**config.mk**
```make
export PLATFORM = sky130hd
export DESIGN_NAME = opsh_operand2
export DESIGN_NICKNAME = d
export VERILOG_FILES = /design/src/rtl/opsh_pkg.sv /design/src/rtl/opsh_rotr.sv /design/src/rtl/opsh_decode.sv /design/src/rtl/opsh_engine.sv /design/src/rtl/opsh_operand2.sv
export SDC_FILE = /design/constraint.sdc
export NUM_CORES = 1
export LEC_CHECK = 0
export BUFFER_PORTS_ARGS = -buffer_cell sky130_fd_sc_hd__buf_2
export CAP_MARGIN = 10
export CORE_MARGIN = 2
export CORE_UTILIZATION = 52
export DETAILED_ROUTE_END_ITERATION = 8
export PLACE_DENSITY = 0.81
export SYNTH_ARGS = -nofsm -noshare
export SYNTH_HDL_FRONTEND = slang
export SYNTH_SLANG_ARGS = --single-unit
```
**constraint.sdc**
```tcl
create_clock -name vclk -period 5.75
set_input_delay 1.15 -clock vclk [all_inputs]
set_output_delay 1.15 -clock vclk [all_outputs]
set_load 0.01 [all_outputs]
```
**src/rtl/opsh_pkg.sv**
```systemverilog
// Package: shared constants and types for the operand-2 shifter.
// Assumes a 32-bit datapath whose immediate shift field is log2(word) bits wide.
package opsh_pkg;

    localparam int WORD_W  = 32;
    localparam int SA_W    = $clog2(WORD_W);
    localparam int RSAMT_W = 8;
    localparam int ROT_W   = 4;
    localparam int IMM_W   = 8;

    // Shift type as encoded in the instruction (order is decoded behaviour)
    typedef enum logic [1:0] {
        ST_LSL = 2'b00,
        ST_LSR = 2'b01,
        ST_ASR = 2'b10,
        ST_ROR = 2'b11
    } stype_e;

    // Normalised operation handed from the decoder to the engine
    typedef enum logic [2:0] {
        SK_PASS = 3'd0,
        SK_LSL  = 3'd1,
        SK_LSR  = 3'd2,
        SK_ASR  = 3'd3,
        SK_ROR  = 3'd4,
        SK_RRX  = 3'd5
    } shkind_e;

    // amt: amount modulo the word width; sat: amount >= width; beyond: amount > width
    typedef struct packed {
        shkind_e         kind;
        logic [SA_W-1:0] amt;
        logic            sat;
        logic            beyond;
    } shctl_t;

endpackage

```
**src/rtl/opsh_rotr.sv**
```systemverilog
// Module: opsh_rotr
// Logarithmic right rotator: one mux stage per bit of the rotate amount.
// Assumes W is a power of two so the amount wraps naturally modulo W.
module opsh_rotr #(
    parameter int W    = opsh_pkg::WORD_W,
    parameter int SA_W = $clog2(W)
) (
    input  logic [W-1:0]    din,
    input  logic [SA_W-1:0] amt,
    output logic [W-1:0]    dout
);

    logic [W-1:0] stage [0:SA_W];

    assign stage[0] = din;

    // Each stage rotates right by 2**k when amount bit k is set
    for (genvar k = 0; k < SA_W; k++) begin : g_stage
        localparam int STEP = 1 << k;
        assign stage[k+1] = amt[k] ? {stage[k][STEP-1:0], stage[k][W-1:STEP]}
                                   : stage[k];
    end

    assign dout = stage[SA_W];

endmodule

```
**src/rtl/opsh_decode.sv**
```systemverilog
// Module: opsh_decode
// Turns the instruction's operand-2 fields and the register amount into a
// normalised shift command, folding every zero-amount special case.
// Assumes the immediate shift field is exactly SA_W bits wide.
module opsh_decode
    import opsh_pkg::*;
(
    input  logic               imm_form,
    input  logic [ROT_W-1:0]   rot_field,
    input  logic [SA_W-1:0]    shamt_field,
    input  logic [1:0]         stype,
    input  logic               reg_form,
    input  logic [RSAMT_W-1:0] rs_amt,
    output shctl_t             ctl
);

    localparam int HI_W = RSAMT_W - SA_W;

    logic [HI_W-1:0] rs_hi;
    logic            rs_sat;
    logic            rs_beyond;

    // Map the encoded shift type onto the engine's operation set
    function automatic shkind_e kind_of(input logic [1:0] t);
        case (stype_e'(t))
            ST_LSL:  return SK_LSL;
            ST_LSR:  return SK_LSR;
            ST_ASR:  return SK_ASR;
            default: return SK_ROR;
        endcase
    endfunction

    assign rs_hi     = rs_amt[RSAMT_W-1:SA_W];
    assign rs_sat    = |rs_hi;
    assign rs_beyond = rs_sat && ((rs_amt[SA_W-1:0] != '0) || (rs_hi != HI_W'(1)));

    // Select the command for the rotated-immediate, immediate-shift or register-shift form
    always_comb begin
        ctl = '{kind: SK_PASS, amt: '0, sat: 1'b0, beyond: 1'b0};
        if (imm_form) begin
            if (rot_field != '0) begin
                ctl.kind = SK_ROR;
                ctl.amt  = SA_W'({rot_field, 1'b0});
            end
        end else if (reg_form) begin
            if (rs_amt != '0) begin
                ctl.kind   = kind_of(stype);
                ctl.amt    = rs_amt[SA_W-1:0];
                ctl.sat    = rs_sat;
                ctl.beyond = rs_beyond;
            end
        end else if (shamt_field != '0) begin
            ctl.kind = kind_of(stype);
            ctl.amt  = shamt_field;
        end else begin
            case (stype_e'(stype))
                ST_LSL: ctl.kind = SK_PASS;
                ST_LSR: begin
                    ctl.kind = SK_LSR;
                    ctl.sat  = 1'b1;
                end
                ST_ASR: begin
                    ctl.kind = SK_ASR;
                    ctl.sat  = 1'b1;
                end
                default: ctl.kind = SK_RRX;
            endcase
        end
    end

endmodule

```
**src/rtl/opsh_engine.sv**
```systemverilog
// Module: opsh_engine
// Executes a normalised shift command on one shared right rotator. Shifts are
// built as rotate plus keep-mask plus fill; the carry is read from the rotated word.
// Assumes the command came from opsh_decode (amt is the amount modulo W).
module opsh_engine
    import opsh_pkg::*;
#(
    parameter int W = WORD_W
) (
    input  logic [W-1:0] src,
    input  logic         c_in,
    input  shctl_t       ctl,
    output logic [W-1:0] res,
    output logic         c_out
);

    localparam logic [W-1:0] ONES = '1;

    logic [SA_W-1:0] rot_amt;
    logic [W-1:0]    rot;
    logic [W-1:0]    keep;
    logic [W-1:0]    fill;

    // A left shift by n is a right rotate by W-n
    always_comb begin
        if (ctl.kind == SK_LSL) rot_amt = '0 - ctl.amt;
        else                    rot_amt = ctl.amt;
    end

    opsh_rotr #(.W(W), .SA_W(SA_W)) rotr_i (
        .din  (src),
        .amt  (rot_amt),
        .dout (rot)
    );

    // Mark which rotated bits survive the shift
    always_comb begin
        case (ctl.kind)
            SK_LSL:         keep = ctl.sat ? '0 : (ONES << ctl.amt);
            SK_LSR, SK_ASR: keep = ctl.sat ? '0 : (ONES >> ctl.amt);
            default:        keep = ONES;
        endcase
    end

    // Vacated positions take the sign for arithmetic shifts, zero otherwise
    assign fill = (ctl.kind == SK_ASR) ? {W{src[W-1]}} : '0;

    // Assemble the operand
    always_comb begin
        case (ctl.kind)
            SK_PASS: res = src;
            SK_RRX:  res = {c_in, src[W-1:1]};
            default: res = (rot & keep) | (fill & ~keep);
        endcase
    end

    // Pick the last bit shifted out, or the rule for the boundary amounts
    always_comb begin
        case (ctl.kind)
            SK_PASS: c_out = c_in;
            SK_RRX:  c_out = src[0];
            SK_LSL:  c_out = ctl.beyond ? 1'b0 : rot[0];
            SK_LSR:  c_out = ctl.beyond ? 1'b0 : rot[W-1];
            SK_ASR:  c_out = ctl.sat ? src[W-1] : rot[W-1];
            default: c_out = rot[W-1];
        endcase
    end

endmodule

```
**src/rtl/opsh_operand2.sv**
```systemverilog
// Module: opsh_operand2 (top)
// Combinational operand-2 generator: rotated immediate or shifted register,
// with shifter carry-out. Instruction bits outside 25 and 11:0 are not used.
module opsh_operand2
    import opsh_pkg::*;
(
    input  logic [WORD_W-1:0]  instr_word,
    input  logic [WORD_W-1:0]  rm_val,
    input  logic [RSAMT_W-1:0] rs_low,
    input  logic               c_flag,
    output logic [WORD_W-1:0]  op2,
    output logic               shift_carry
);

    logic              imm_form;
    logic [WORD_W-1:0] src;
    shctl_t            ctl;
    logic              unused_fields;

    assign imm_form      = instr_word[25];
    assign unused_fields = ^{instr_word[31:26], instr_word[24:12]};

    // Source word: zero-extended immediate or the register value
    assign src = imm_form ? WORD_W'(instr_word[IMM_W-1:0]) : rm_val;

    opsh_decode dec_i (
        .imm_form    (imm_form),
        .rot_field   (instr_word[11:8]),
        .shamt_field (instr_word[11:7]),
        .stype       (instr_word[6:5]),
        .reg_form    (instr_word[4]),
        .rs_amt      (rs_low),
        .ctl         (ctl)
    );

    opsh_engine #(.W(WORD_W)) eng_i (
        .src   (src),
        .c_in  (c_flag),
        .ctl   (ctl),
        .res   (op2),
        .c_out (shift_carry)
    );

endmodule

```
==> results.sh, run 1 <==
export IMPL_outcome="finished, violations left"
export IMPL_violations="setup timing"
export IMPL_synth_cells=673
export IMPL_syn2layout_area_growth_pct=31.8
export IMPL_p_leak_nw=2.62
export IMPL_yosysTopAreaCellShare_pct=19.7
export IMPL_nClkBuffers=0
export IMPL_dieArea_sq_mm=0.00946
export IMPL_wl_per_cell_um=24.3
export IMPL_postCtsHoldBufs=0
export IMPL_totalPowerFinal_mw=1.03
export IMPL_worst_slack_ns=-0.0848
export IMPL_nNetsFinal=886
export IMPL_core_area_sq_mm=0.00859
export IMPL_path_class="in -> out"
export IMPL_hold_depth=5
export IMPL_drcViolationCount=0
export IMPL_critPathArrivalTime_ns=4.68
export IMPL_port_buffers=87
export IMPL_drt_pass1_iter_count=7
export IMPL_ant_nets=0
export IMPL_grt_max_degree=36
export IMPL_grt_ovfl_total=0
export IMPL_min_period_ns=5.83
export IMPL_yosys_warnings=0
export IMPL_power_density_mw_per_mm2=173
export IMPL_ir_worst_vdd_v=0.0000915
export IMPL_start_util_pct=52.6
export IMPL_critPathLaunchType="primary input"
export IMPL_antenna_found_initial=0
export IMPL_met1_length_mm=8.35
export IMPL_synth_avg_cell_area_sq_um=6.72
export IMPL_critPathCaptureType="output pin"
export IMPL_crit_start="instr_word[8]"
export IMPL_wl_met2_mm=9.13
export IMPL_grt_pass1_vias=5871
export IMPL_hold_slack_ns=2.90
export IMPL_dr_first_iter_drc_count=1014
export IMPL_gp_congestion=1.08
export IMPL_rows=34
export IMPL_fmax_mhz=171
export IMPL_die_width_um=97.3
export IMPL_seq_cells=0
export IMPL_setup_viol=13
export IMPL_regArea_sq_um=0
export IMPL_worst_ep_required_time_ns=4.60
export IMPL_drv_cap=0
export IMPL_antenna_cells=0
export IMPL_drv_slew=0
export IMPL_synth_largest_area_cell="mux2i_1"
export IMPL_ys_seq_area_share_pct=0
export IMPL_vias_per_cell=7.26
export IMPL_drive_above_1_share_pct=35.6
export IMPL_grt_pass1_wl_mm=33.3
export IMPL_netlist_area_sq_mm=0.00452
export IMPL_synth_fp_nets=754
export IMPL_vias=6615
export IMPL_rsz0062_at_grt="yes"
export IMPL_dieHeight_um=97.3
export IMPL_ys_types=68
export IMPL_tightest_slew_ns=0.732
export IMPL_io_pins=106
export IMPL_routed_top_layer="met4"
export IMPL_wl_met3_mm=3.21
export IMPL_post_dp_hpwl_mm=17.3
export IMPL_hp_class="in -> out"
export IMPL_finalCritPeriodShare_pct=101
export IMPL_hold_viol_final=0
export IMPL_relSlewSlack_pct=51.2
export IMPL_crit_path_max_fanout=12
export IMPL_grt_usage_pct=43.7
export IMPL_synthTopCellsByArea="mux2i_1 20%, nand2_1 9.3%, a21oi_1 6.9%"
export IMPL_min_from="c_flag"
export IMPL_routed_wl_mm=22.2
==> cell usage after synthesis, types with 2 or more instances <==
cell type	n
a31o_2	7
a311oi_2	3
inv_1	16
a21oi_1	62
buf_2	7
buf_1	4
nand3_1	11
o31a_1	3
o31ai_2	4
a221oi_1	12
ha_1	8
nand4_1	2
a22oi_1	20
o221ai_1	5
o21a_1	4
mux2_1	2
o22a_1	2
nand2_1	112
a311o_1	4
a211oi_1	7
o31ai_1	7
and2_1	2
xnor2_1	4
nor2_1	62
mux4_2	13
a2111oi_0	2
a31oi_1	17
o32ai_1	3
o21ai_0	32
nor4_2	2
a221o_1	6
buf_4	2
o211ai_1	4
o22ai_1	16
buf_6	5
a211o_1	3
a32oi_1	3
nand2b_1	4
mux2i_1	89
nor3_1	19
mux2_2	17
and3_1	2
clkbuf_1	39
==> critical path, stage by stage <==
cell and delay [ns]:
buf_6 0.09, or4_4 0.56, a22o_4 0.28, a311o_2 0.34
or2_4 0.25, o21ai_4 0.24, buf_4 0.17, buf_6 0.16
mux4_2 0.54, mux4_2 0.50, a31o_2 0.26, buf_2 0.14
==> power by group <==
group	switching [mW]	internal [mW]	leakage, nW
clock network	0	0	0
logic	0.586	0.444	2.62
registers	0	0	0
total	0.586	0.444	2.62
==> per-stage QoR <==
stage	setup slack, ns	setup TNS, ns	area (sq um)	instances	utilization (%)
floorplan	0.0597	0	4530	673	-
global placement	-0.0259	-0.107	5550	896	64.6
detailed placement	-0.129	-0.649	5550	896	64.6
CTS	-0.00689	-0.00689	5630	898	65.5
global route	-0.137	-1.39	5960	911	69.4
finish	-0.0848	-0.532	5960	911	69.4
==> layout by cell type (no fill, tap or decap), types with 6 or more instances in the layout <==
cell type  Yosys  routed
nor3_1        19      19
buf_6          5       7
mux2_2        17      16
a31o_2         7       7
a31oi_1       17      16
nand2_1      112     112
a21oi_1       62      62
mux2i_2        0      21
inv_1         16      16
o21ai_0       32      28
buf_2          7      85
a221o_1        6       6
nand3_1       11      11
mux2i_1       89      67
a221oi_1      12      12
buf_4          2      89
ha_1           8       8
buf_12         1       6
mux4_2        13      13
o22ai_1       16      16
a22oi_1       20      19
nor2_1        62      60
a211oi_1       7       7
==> final timing paths <==
| path | to |
|---|---|
| worst max-delay path | op2[18] |
| worst min-delay path | op2[31] |
==> cell families (layout without fill, tap and decap cells) <==
| logic type | Yosys count | count (layout) | synth area share (%) |
|---|---|---|---|
| and+or+nand+nor | 225 | 225 | 21.2 |
| muxes | 122 | 122 | 31.2 |
| buffers and inverters | 76 | 206 | 8.10 |
| adders and majority gates | 8 | 8 | 2.21 |
| xor gates and xnor gates | 5 | 5 | 1.13 |
| AOI/OAI and AO/OA | 237 | 237 | 36.2 |
==> timing repair <==
item / CTS / global route
buffers inserted: 1 / 12
endpoints found under the setup margin: 15 / 31
pin swaps: 0 / 14
cloned: 1 / 1
gates resized for setup: 11 / 48
==> metal layers <==
layer  up-vias  track usage, %
li1       2836               -
met1      3022            62.1
met2       640            64.3
met3       117            7.27
met4         0            20.7
met5         -               0
==> layout make-up <==
type | instances | area [sq um]
multi-input combinational | 597 | 4420
fill | 778 | 2630
timing repair buffer | 189 | 1350
tap | 108 | 135
inverter | 17 | 63.8
Note: power is estimated with default switching activity, not from simulation.
==> run 2: changes to the inputs <==
Settings changed: ABC_AREA from default to 1, CELL_PAD_IN_SITES_DETAIL_PLACEMENT from default to 1, CELL_PAD_IN_SITES_GLOBAL_PLACEMENT from default to 1, CORE_UTILIZATION 52 to 33, PLACE_DENSITY 0.81 to default, PLACE_DENSITY_LB_ADDON from default to 0.1.
==> results.sh, run 2 <==
export IMPL_drv_slew=0
export IMPL_gp_congestion=0.977
export IMPL_routed_wl_mm=23.3
export IMPL_die_width_um=118
export IMPL_num_fill_cells=1903
export IMPL_cp_cell_sequence="buf_2, inv_4, nand2_2, nand2_1, o21ai_4, ha_1, nand4_1, nand2_2, buf_4, nand2_1, nand3_1, o21ai_1, or2_1, nand3_1, nand3_1, a21oi_1, buf_2"
export IMPL_path_class="in -> out"
export IMPL_grt_max_degree=41
export IMPL_synth_cells=888
export IMPL_relSlewSlack_pct=48.0
export IMPL_dieHeight_um=118
export IMPL_dieArea_sq_mm=0.0140
export IMPL_drv_cap=0
export IMPL_regArea_sq_um=0
export IMPL_layout_common_cells="236 x nand2_1, 154 x nand3_1, 88 x inv_1, 88 x o21ai_0, 87 x buf_2"
export IMPL_ir_worst_vdd_v=0.0000569
export IMPL_fin_cells=1117
export IMPL_synth_fp_nets=969
export IMPL_synth_common_cells="236 x nand2_1, 154 x nand3_1, 88 x inv_1, 88 x o21ai_0, 70 x nor2_1"
export IMPL_setup_viol=0
export IMPL_ys_seq_area_share_pct=0
export IMPL_min_period_ns=5.52
export IMPL_worst_ep_required_time_ns=4.60
export IMPL_yosysTopAreaCellShare_pct=20.6
export IMPL_outcome="complete, no violations"
export IMPL_fmax_mhz=181
export IMPL_critPathArrivalTime_ns=4.37
export IMPL_power_density_mw_per_mm2=169
export IMPL_synth_most_common_cell="nand2_1"
export IMPL_post_dp_hpwl_mm=19.3
export IMPL_grt_pass1_vias=6404
export IMPL_antenna_cells=0
export IMPL_slowest_stage="nand2_2"
export IMPL_cpPeakStageDelay_ns=0.35
export IMPL_place_area_sq_mm=0.00493
export IMPL_nNetsFinal=1028
export IMPL_crit_top_cell="nand3_1"
export IMPL_syn2layout_area_growth_pct=14.6
export IMPL_crit_path_max_fanout=32
export IMPL_netlist_area_sq_mm=0.00431
export IMPL_vias_per_cell=5.79
export IMPL_pre_cts_ws_ns=0.263
export IMPL_core_area_sq_mm=0.0127
export IMPL_synth_largest_area_cell="nand2_1"
export IMPL_rows=41
export IMPL_grt_pass1_wl_mm=36.0
export IMPL_p_leak_nw=2.50
export IMPL_finalCritPeriodShare_pct=96.0
export IMPL_final_common_cell="nand2_1"
export IMPL_drt_pass1_iter_count=7
export IMPL_seq_cells=0
export IMPL_grt_usage_pct=32.4
export IMPL_grt_ovfl_total=0
export IMPL_hold_viol_final=0
export IMPL_critPathLaunchType="primary input"
export IMPL_antenna_found_initial=0
export IMPL_dr_first_iter_drc_count=464
export IMPL_tightest_slew_ns=0.779
export IMPL_synth_avg_cell_area_sq_um=4.85
export IMPL_ant_nets=0
export IMPL_io_pins=106
export IMPL_crit_start="instr_word[25]"
export IMPL_hold_depth=4
export IMPL_wl_per_cell_um=20.8
export IMPL_synthTopCellsByArea="nand2_1 21%, nand3_1 18%, o21ai_0 10%"
export IMPL_final_cell_area_sq_mm=0.00493
export IMPL_nClkBuffers=0
export IMPL_dp_cells=1117
export IMPL_hp_class="in -> out"
export IMPL_crit_end="op2[4]"
export IMPL_start_util_pct=34.0
export IMPL_vias=6470
export IMPL_yosys_warnings=0
export IMPL_worst_slack_ns=0.231
export IMPL_ys_types=40
export IMPL_drive_above_1_share_pct=15.9
export IMPL_critPathCaptureType="output pin"
export IMPL_drcViolationCount=0
export IMPL_port_buffers=87
==> run 2: report_power, final <==
group | internal (mW) | switching [mW]
registers | 0 | 0
logic | 0.264 | 0.572
clock network | 0 | 0
total | 0.264 | 0.572
==> run 2: area by class of cell <==
cell class                 count  area (sq um)  share of cell area (%)
inverter                      96           363                    7.35
multi-input combinational    736          3700                    75.0
tap                          172           215                    4.36
timing repair buffer         113           656                    13.3
==> run 2: critical path: cells and delay by family <==
family,cells,cell delay [ns]
fa+ha+maj,1,0.31
compound gates,3,0.47
simple gates,9,1.65
buf+inv,4,0.76
==> run 2: cell families after synthesis <==
family	share of synthesized area (%)
adders and majority gates	2.32
and+or+nand+nor	53.8
buffers and inverters	14.6
xor gates and xnor gates	0.785
AOI/OAI and AO/OA	28.5
==> run 2: how the worst min path moves through the flow <==
stage,slack [ns],start,endpoint
5_1_grt,2.75,c_flag,op2[31]
4_1_cts,2.72,c_flag,op2[31]
3_3_place_gp,2.72,c_flag,op2[31]
3_5_place_dp,2.71,c_flag,op2[31]
6_report,2.72,c_flag,op2[31]
2_1_floorplan,2.47,c_flag,op2[31]
==> run 2: stage by stage <==
stage                     hold slack (ns)  total power, mW  utilization (%)  TNS [ns]
after floorplan                      2.47            0.523                -         0
after global placement               2.72            0.799             38.9         0
after detailed placement             2.71            0.817             38.9         0
after CTS                            2.72            0.820             38.9         0
after global routing                 2.75            0.909             38.9  -0.00660
final                                2.72            0.836             38.9         0
==> run 2: repair_timing <==
action	in CTS	in global routing
setup buffers	0	0
hold buffers	0	0
gates resized for setup	0	1
endpoints found under the setup margin	0	1
==> run 2: per-layer routing <==
metal  GRT usage [%]  part of all wire [%]
met1            42.8                    44
met2            54.4                    46
met5               0                     0
met3            1.74                   5.1
met4            14.2                   5.2
